===== config.mk =====
export PLATFORM = sky130hd
export DESIGN_NAME = mfidx_sof_counter
export DESIGN_NICKNAME = d
export VERILOG_FILES = /design/src/rtl/mfidx_pkg.sv /design/src/rtl/mfidx_uframe_ctr.sv /design/src/rtl/mfidx_wrap_ctr.sv /design/src/rtl/mfidx_sof_counter.sv
export SDC_FILE = /design/constraint.sdc
export NUM_CORES = 1
export LEC_CHECK = 0
export BUFFER_PORTS_ARGS = -buffer_cell sky130_fd_sc_hd__buf_2
export CELL_PAD_IN_SITES_DETAIL_PLACEMENT = 2
export CELL_PAD_IN_SITES_GLOBAL_PLACEMENT = 2
export CORE_MARGIN = 2
export CORE_UTILIZATION = 32
export DETAILED_ROUTE_END_ITERATION = 7
export GPL_TIMING_DRIVEN = 0
export PLACE_DENSITY = 0.95
export SYNTH_ARGS = -nofsm -noshare
export SYNTH_HDL_FRONTEND = slang
export SYNTH_SLANG_ARGS = --single-unit

===== constraint.sdc =====
create_clock -name clk -period 3.2 [get_ports clk]
set_input_delay 0.16 -clock clk [delete_from_list [all_inputs] [get_ports clk]]
set_output_delay 0.16 -clock clk [all_outputs]
set_load 0.05 [all_outputs]

===== src/rtl/mfidx_pkg.sv =====
// Shared widths for the microframe index block.
// Assumes the high-speed layout: 3 microframe bits under 11 frame bits.
package mfidx_pkg;
    localparam int unsigned UF_W_DEF    = 3;
    localparam int unsigned FRAME_W_DEF = 11;
endpackage


===== src/rtl/mfidx_uframe_ctr.sv =====
// Microframe field counter.
// Counts accepted ticks modulo 2**UF_W and reports two events: a wrap of the
// top code back to zero (the carry into the frame field) and a step away
// from zero (the trigger for the start-of-frame shadow).
// Assumes the caller has already removed ticks that collide with a load.
module mfidx_uframe_ctr #(
    parameter int unsigned UF_W = 3
) (
    input  logic            clk,
    input  logic            rst_n,
    input  logic            adv,
    input  logic            ld,
    input  logic [UF_W-1:0] ld_val,
    output logic [UF_W-1:0] uf,
    output logic            wrap,
    output logic            leave0
);
    localparam logic [UF_W-1:0] UF_ZERO = '0;
    localparam logic [UF_W-1:0] UF_ONE  = {{(UF_W-1){1'b0}}, 1'b1};

    // Microframe register: reset, load, or step by one.
    always_ff @(posedge clk) begin
        if (!rst_n)   uf <= UF_ZERO;
        else if (ld)  uf <= ld_val;
        else if (adv) uf <= uf + UF_ONE;
    end

    // Carry out on the wrap from the top code to zero.
    always_comb wrap   = adv && (&uf);
    // Zero-to-one step that moves the shadow frame number.
    always_comb leave0 = adv && (uf == UF_ZERO);
endmodule


===== src/rtl/mfidx_wrap_ctr.sv =====
// Loadable modulo-2**W counter with a parameterized reset value.
// Used for both the frame field and the start-of-frame shadow value.
// Assumes load has priority over increment; it wraps silently.
module mfidx_wrap_ctr #(
    parameter int unsigned W = 11,
    parameter logic [W-1:0] RST_VAL = '0
) (
    input  logic         clk,
    input  logic         rst_n,
    input  logic         inc,
    input  logic         ld,
    input  logic [W-1:0] ld_val,
    output logic [W-1:0] q
);
    localparam logic [W-1:0] STEP = {{(W-1){1'b0}}, 1'b1};

    // Counter register: reset, load, or wrap-around increment.
    always_ff @(posedge clk) begin
        if (!rst_n)   q <= RST_VAL;
        else if (ld)  q <= ld_val;
        else if (inc) q <= q + STEP;
    end
endmodule


===== src/rtl/mfidx_sof_counter.sv =====
// Periodic frame index with a lagging start-of-frame shadow counter.
// The index advances on each accepted microframe tick. The frame field steps on
// the microframe carry, and the shadow value steps when the microframe field
// leaves zero, so the shadow trails the frame field by one microframe.
// Assumes uf_tick is a single-cycle pulse in the clk domain.
module mfidx_sof_counter
    import mfidx_pkg::*;
#(
    parameter int unsigned UF_W    = UF_W_DEF,
    parameter int unsigned FRAME_W = FRAME_W_DEF,
    localparam int unsigned IDX_W  = UF_W + FRAME_W
) (
    input  logic               clk,
    input  logic               rst_n,
    input  logic               run_en,
    input  logic               uf_tick,
    input  logic               load_en,
    input  logic [IDX_W-1:0]   load_idx,
    output logic [IDX_W-1:0]   frame_idx,
    output logic [FRAME_W-1:0] sof_value,
    output logic               sof_stb
);
    localparam logic [FRAME_W-1:0] SOF_RST = '1;
    localparam logic [UF_W-1:0]    UF_ZERO = '0;

    logic               adv;
    logic               uf_wrap;
    logic               uf_leave0;
    logic [UF_W-1:0]    uf_q;
    logic [FRAME_W-1:0] frm_q;
    logic [FRAME_W-1:0] ld_frame;
    logic [FRAME_W-1:0] ld_sof;

    // Accepted tick: running and not overridden by a load.
    always_comb adv = uf_tick && run_en && !load_en;

    // Split the load value and derive the shadow value that keeps the lag.
    always_comb begin
        ld_frame = load_idx[IDX_W-1:UF_W];
        ld_sof   = ld_frame - {{(FRAME_W-1){1'b0}}, (load_idx[UF_W-1:0] == UF_ZERO)};
    end

    mfidx_uframe_ctr #(.UF_W(UF_W)) u_uf (
        .clk    (clk),
        .rst_n  (rst_n),
        .adv    (adv),
        .ld     (load_en),
        .ld_val (load_idx[UF_W-1:0]),
        .uf     (uf_q),
        .wrap   (uf_wrap),
        .leave0 (uf_leave0)
    );

    mfidx_wrap_ctr #(.W(FRAME_W), .RST_VAL('0)) u_frame (
        .clk    (clk),
        .rst_n  (rst_n),
        .inc    (uf_wrap),
        .ld     (load_en),
        .ld_val (ld_frame),
        .q      (frm_q)
    );

    mfidx_wrap_ctr #(.W(FRAME_W), .RST_VAL(SOF_RST)) u_sof (
        .clk    (clk),
        .rst_n  (rst_n),
        .inc    (uf_leave0),
        .ld     (load_en),
        .ld_val (ld_sof),
        .q      (sof_value)
    );

    // Start-of-frame request: one cycle after each accepted tick.
    always_ff @(posedge clk) begin
        if (!rst_n) sof_stb <= 1'b0;
        else        sof_stb <= adv;
    end

    // Assemble the visible index from its two fields.
    always_comb frame_idx = {frm_q, uf_q};
endmodule


Yosys cells after proc, flatten, opt, wreduce, memory -nomap -nowiden
Index checks and enable logic that the tools add are counted.
{"block": "totals", "register_bits": 26, "latchBits": 0, "ramBits": 0, "mem_bits_ro": 0, "in_bits": 19, "out_inout_bits": 26, "word_cells": 25, "n_memories": 0}
{"block": "classes", "n_addsub": 4, "multipliers": 0, "div_mod_pow": 0, "order_cmp": 0, "eq_ne": 0, "shifts": 0, "muxes": 6, "bitwise_logic": 0, "n_reduce_logical": 11}
{"op": "11-bit two-way mux", "n": 4}
{"op": "11-bit by 1-bit adder with 11-bit output (second input constant)", "n": 2}
{"op": "11-bit by 1-bit subtractor with 11-bit output", "n": 1}
{"op": "3-bit zero test", "n": 2}
{"op": "3-bit two-way mux", "n": 2}
{"op": "2-bit nonzero test", "n": 3}
{"op": "1-bit logical AND", "n": 4}
{"op": "3-bit by 1-bit adder with 3-bit output (second input constant)", "n": 1}
{"op": "3-bit AND reduction", "n": 1}
{"op": "1-bit zero test", "n": 1}

Longest topological paths before layout
{"block": "depth", "depth_word": 5, "ltp_mapped": 6, "ltp_nobuf": 6}

Modules after synthesis
From an unflattened synthesis, not the netlist that was laid out.
{"block": "hier_totals", "hier_cells": 211, "hier_area_um2": 1811.7}
{"module": "mfidx_wrap_ctr at u_sof", "n_inst": 1, "cells_each": 80, "area_per_inst_um2": 675.6, "seq_area_each_um2": 220.2}
{"module": "mfidx_wrap_ctr at u_frame", "n_inst": 1, "cells_each": 78, "area_per_inst_um2": 666.9, "seq_area_each_um2": 220.2}
{"module": "mfidx_sof_counter", "n_inst": 1, "cells_each": 33, "area_per_inst_um2": 261.5, "seq_area_each_um2": 20.0}
{"module": "mfidx_uframe_ctr", "n_inst": 1, "cells_each": 20, "area_per_inst_um2": 207.7, "seq_area_each_um2": 60.1}

Worst setup path before layout
Ideal clock, no wire load.
{"block": "synth_path", "path_kind": "register to register", "start": "register u_uf.uf[0]", "end": "register u_sof.q[10]", "setup_time_ns": 0.078, "arrival_ns": 2.031, "required_ns": 3.122, "path_slack_ns": 1.091, "path_stages_with_launch": 7, "n_path_buf": 0, "synth_period_minus_slack_ns": 2.109, "cell_sequence": "dfxtp_1 > inv_1 > ha_1 > nand4b_4 > or4_4 > or3_1 > a32oi_1"}
{"block": "synth_between", "elab_chain_len": 3}
{"element": "start, declared", "line": "mfidx_uframe_ctr.sv:14", "text": "output logic [UF_W-1:0] uf,"}
{"element": "start signal, assigned", "line": "mfidx_uframe_ctr.sv:24", "text": "else if (ld) uf <= ld_val;"}
{"element": "start signal, assigned", "line": "mfidx_uframe_ctr.sv:25", "text": "else if (adv) uf <= uf + UF_ONE;"}
{"element": "3-bit zero test", "line": "mfidx_uframe_ctr.sv:31", "text": "always_comb leave0 = adv && (uf == UF_ZERO);"}
{"element": "1-bit logical AND", "line": "mfidx_uframe_ctr.sv:31"}
{"element": "2-bit nonzero test (no line)"}
{"element": "end signal, assigned", "line": "mfidx_wrap_ctr.sv:20", "text": "else if (ld) q <= ld_val;"}
{"element": "end signal, assigned", "line": "mfidx_wrap_ctr.sv:21", "text": "else if (inc) q <= q + STEP;"}
{"element": "end, declared", "line": "mfidx_wrap_ctr.sv:13", "text": "output logic [W-1:0] q"}
Every way passes these cells.
A chain may end at the register's enable or synchronous reset.

Worst setup path after layout
Same ends and word-level chain as after synthesis.

==> flow_summary.json <==
{
  "r2r_slack_ns": 1.16,
  "clock-sinks": 26,
  "die_x_um": 74.6,
  "setup_slack_ns": 1.16,
  "cp_data_arrival_time_ns": 2.26,
  "grt_max_degree": 16,
  "timing.hold.ws_ns": 0.114,
  "leakage_nw": 0.819,
  "layout.nets": 267,
  "dr_total_vias": 1607,
  "ys_seq_area_frac": 0.327,
  "power_density_nw_per_um2": 457,
  "period_minus_slack_ns": 2.04,
  "post-route-cell-area_sq_um": 1960,
  "place_area_sq_um": 1890,
  "clk_pin_slew_ns": 0.10,
  "core_area_sq_um": 4750,
  "root_buffer": "clkbuf_8",
  "cts_setup_buffers": 0,
  "setup_tns_ns": 0,
  "crit_path_end_kind": "register",
  "drt-total-wl_um": 5320,
  "tightest_slew_ns": 0.582,
  "rows": 25,
  "die_area_sq_um": 5560,
  "antenna_found_initial": 0,
  "path_buf_inv": 1,
  "start_kind": "register",
  "syn_inst": 193,
  "rsz0062_at_grt": "no",
  "wl_per_cell_um": 17.3,
  "cts_made_buffers": 3,
  "crit_fanout": 8,
  "gp_congestion": 0.744,
  "hp-class": "in -> reg",
  "cap_violations": 0,
  "slowest_stage": "or4_4",
  "path_cells": "inv_1 > ha_1 > nand4b_4 > or4_4 > or3_1 > a32oi_1",
  "grt_use_total": 0.209,
  "h-tree-depth": 1,
  "dr.pass1.iters": 4,
  "syn_area_sq_um": 1590,
  "syn_to_final_growth_pct": 23.3,
  "hpwl_um": 4120,
  "cts_tree": "built",
  "peakVddDrop_mv": 0.169,
  "drtAntennaViolNets": 0,
  "synth-seq-cells": 26,
  "ios": 45,
  "cts.path.max_buffers": 2,
  "setup_viol": 0,
  "viasPerCell": 5.23,
  "syn_nets": 219,
  "hold_viol_final": 0,
  "postSynthAreaPerCell_sq_um": 8.25,
  "drc": 0,
  "synth.distinct_cells": 37,
  "grt_pass1_wl_um": 8830,
  "cp_top_family": "simple AND/OR/NAND/NOR gates",
  "max-slew-margin-rel": 0.608,
  "io_buffers": 43,
  "grt_pass1_vias": 1727,
  "antenna_cells": 0,
  "power_uw": 898,
  "finalCritPeriodShare": 0.639,
  "ys_warn_count": 0,
  "pre_cts_ws_ns": 1.18,
  "drv_slew": 0,
  "cp.required_ns": 3.41,
  "max_freq_mhz": 489,
  "fin_skew_ns": 0.00780,
  "slowest_delay_ns": 0.58,
  "ctsResizeCount": 0,
  "initial_core_util": 0.335,
  "status": "complete, no violations",
  "drt_iter0_drc": 46,
  "ctsHoldBuffers": 0,
  "layout-drive-gt1-share": 0.221,
  "critPathKind": "reg -> reg",
  "overflow": 0,
  "insertion_delay_ns": 0.28,
  "die_h_um": 74.6
}
-- worst reg2reg max path, cell delays in order (launching register included) --
cell,delay (ns)
dfxtp_1,0.35
inv_1,0.10
ha_1,0.22
nand4b_4,0.19
or4_4,0.59
or3_1,0.36
a32oi_1,0.18
-- synthesized netlist by cell type --
master	n	area [sq um]
nor2b_1	2	12.5
nand4b_1	1	8.76
nand4b_4	1	23.8
nand3_1	7	35.0
or4_4	1	11.3
and2_1	5	31.3
clkbuf_1	8	30.0
and4_2	1	10.0
o21ai_0	19	95.1
a311oi_1	1	8.76
nand2b_1	2	12.5
nor2_1	4	15.0
nor4_1	7	43.8
or4_1	1	7.51
and4b_2	1	11.3
o31a_2	1	10.0
xor2_1	7	61.3
a22oi_1	4	30.0
and4_1	1	8.76
a31oi_1	1	6.26
dfxtp_1	26	521
nand2_1	19	71.3
o211ai_1	1	7.51
a21oi_1	9	45.0
o21a_1	1	7.51
a21boi_0	1	7.51
nor3b_1	4	30.0
nor3_1	10	50.1
mux2i_1	4	40.0
nand4_1	5	31.3
ha_1	7	87.6
a32oi_1	1	8.76
inv_1	10	37.5
or3_1	2	12.5
o211a_1	2	20.0
mux2_2	1	11.3
xnor2_1	15	131
-- per-stage QoR --
stage,utilization,std cells
final,0.413,307
after global routing,0.413,307
after CTS,0.413,307
after detailed placement,0.398,303
after global placement,0.398,303
after floorplan,-,193
-- metal layers --
metal	up-vias	global-route usage	wire length, um
met1	782	0.262	2420
li1	786	-	-
met4	0	0.0813	106
met2	30	0.372	2690
met5	-	0	0
met3	9	0.0163	101
-- registers in the layout (all words and copies together), names as in the netlist --
signal and cells:
u_frame.q 11, u_sof.q 11, sof_stb 1, u_uf.uf 3
-- worst paths after layout --
kind                            cells past startpoint                          to                  startpoint
worst max-delay path                                6    u_sof.q[10]$_SDFFE_PN1P_     u_uf.uf[0]$_SDFFE_PN0P_
worst min-delay path                                2   u_frame.q[0]$_SDFFE_PN0P_                 load_idx[3]
worst max register to register                      6    u_sof.q[10]$_SDFFE_PN1P_     u_uf.uf[0]$_SDFFE_PN0P_
worst min register to register                      2  u_frame.q[10]$_SDFFE_PN0P_  u_frame.q[10]$_SDFFE_PN0P_
-- placed cells by master, fill, tap and decap left out, drive strengths merged, types with 2 or more instances in the layout --
cell type / instances
nor4: 7
xor2: 7
clkbuf: 11
buf: 43
and4: 2
inv: 10
nor2b: 2
nor2: 4
o21ai: 19
ha: 7
nand4b: 2
xnor2: 15
a22oi: 4
dfxtp: 26
and2: 5
mux2i: 4
nand4: 5
or3: 2
nor3b: 4
a21oi: 9
nand2: 19
or4: 2
o211a: 2
nand2b: 2
nand3: 7
nor3: 10
-- cell families (layout without fill, tap and decap cells) --
logic type | count (synthesis) | after routing | share of synthesized area
buf+inv | 18 | 65 | 0.0424
simple gates | 74 | 74 | 0.268
flops | 26 | 26 | 0.327
compound gates | 41 | 41 | 0.155
xor+xnor | 22 | 22 | 0.121
fa+ha+maj | 7 | 7 | 0.0550
mux | 5 | 5 | 0.0322
-- power breakdown --
group          switching, mW  internal, mW  total [mW]
clock                  0.118         0.168       0.286
combinational          0.166        0.0726       0.239
sequential            0.0272         0.346       0.373
-- cell type report --
class / count / area, sq um
fillers: 572 / 2790
multi-input cells: 149 / 1000
flip-flops and latches: 26 / 520
repair buffers: 43 / 215
well taps: 67 / 83.8
clock buffers: 3 / 41.3
inverters: 10 / 37.5
clock inverters: 1 / 30.0
plain buffers: 8 / 30.0
No activity file was read; power rests on OpenSTA's default activity.
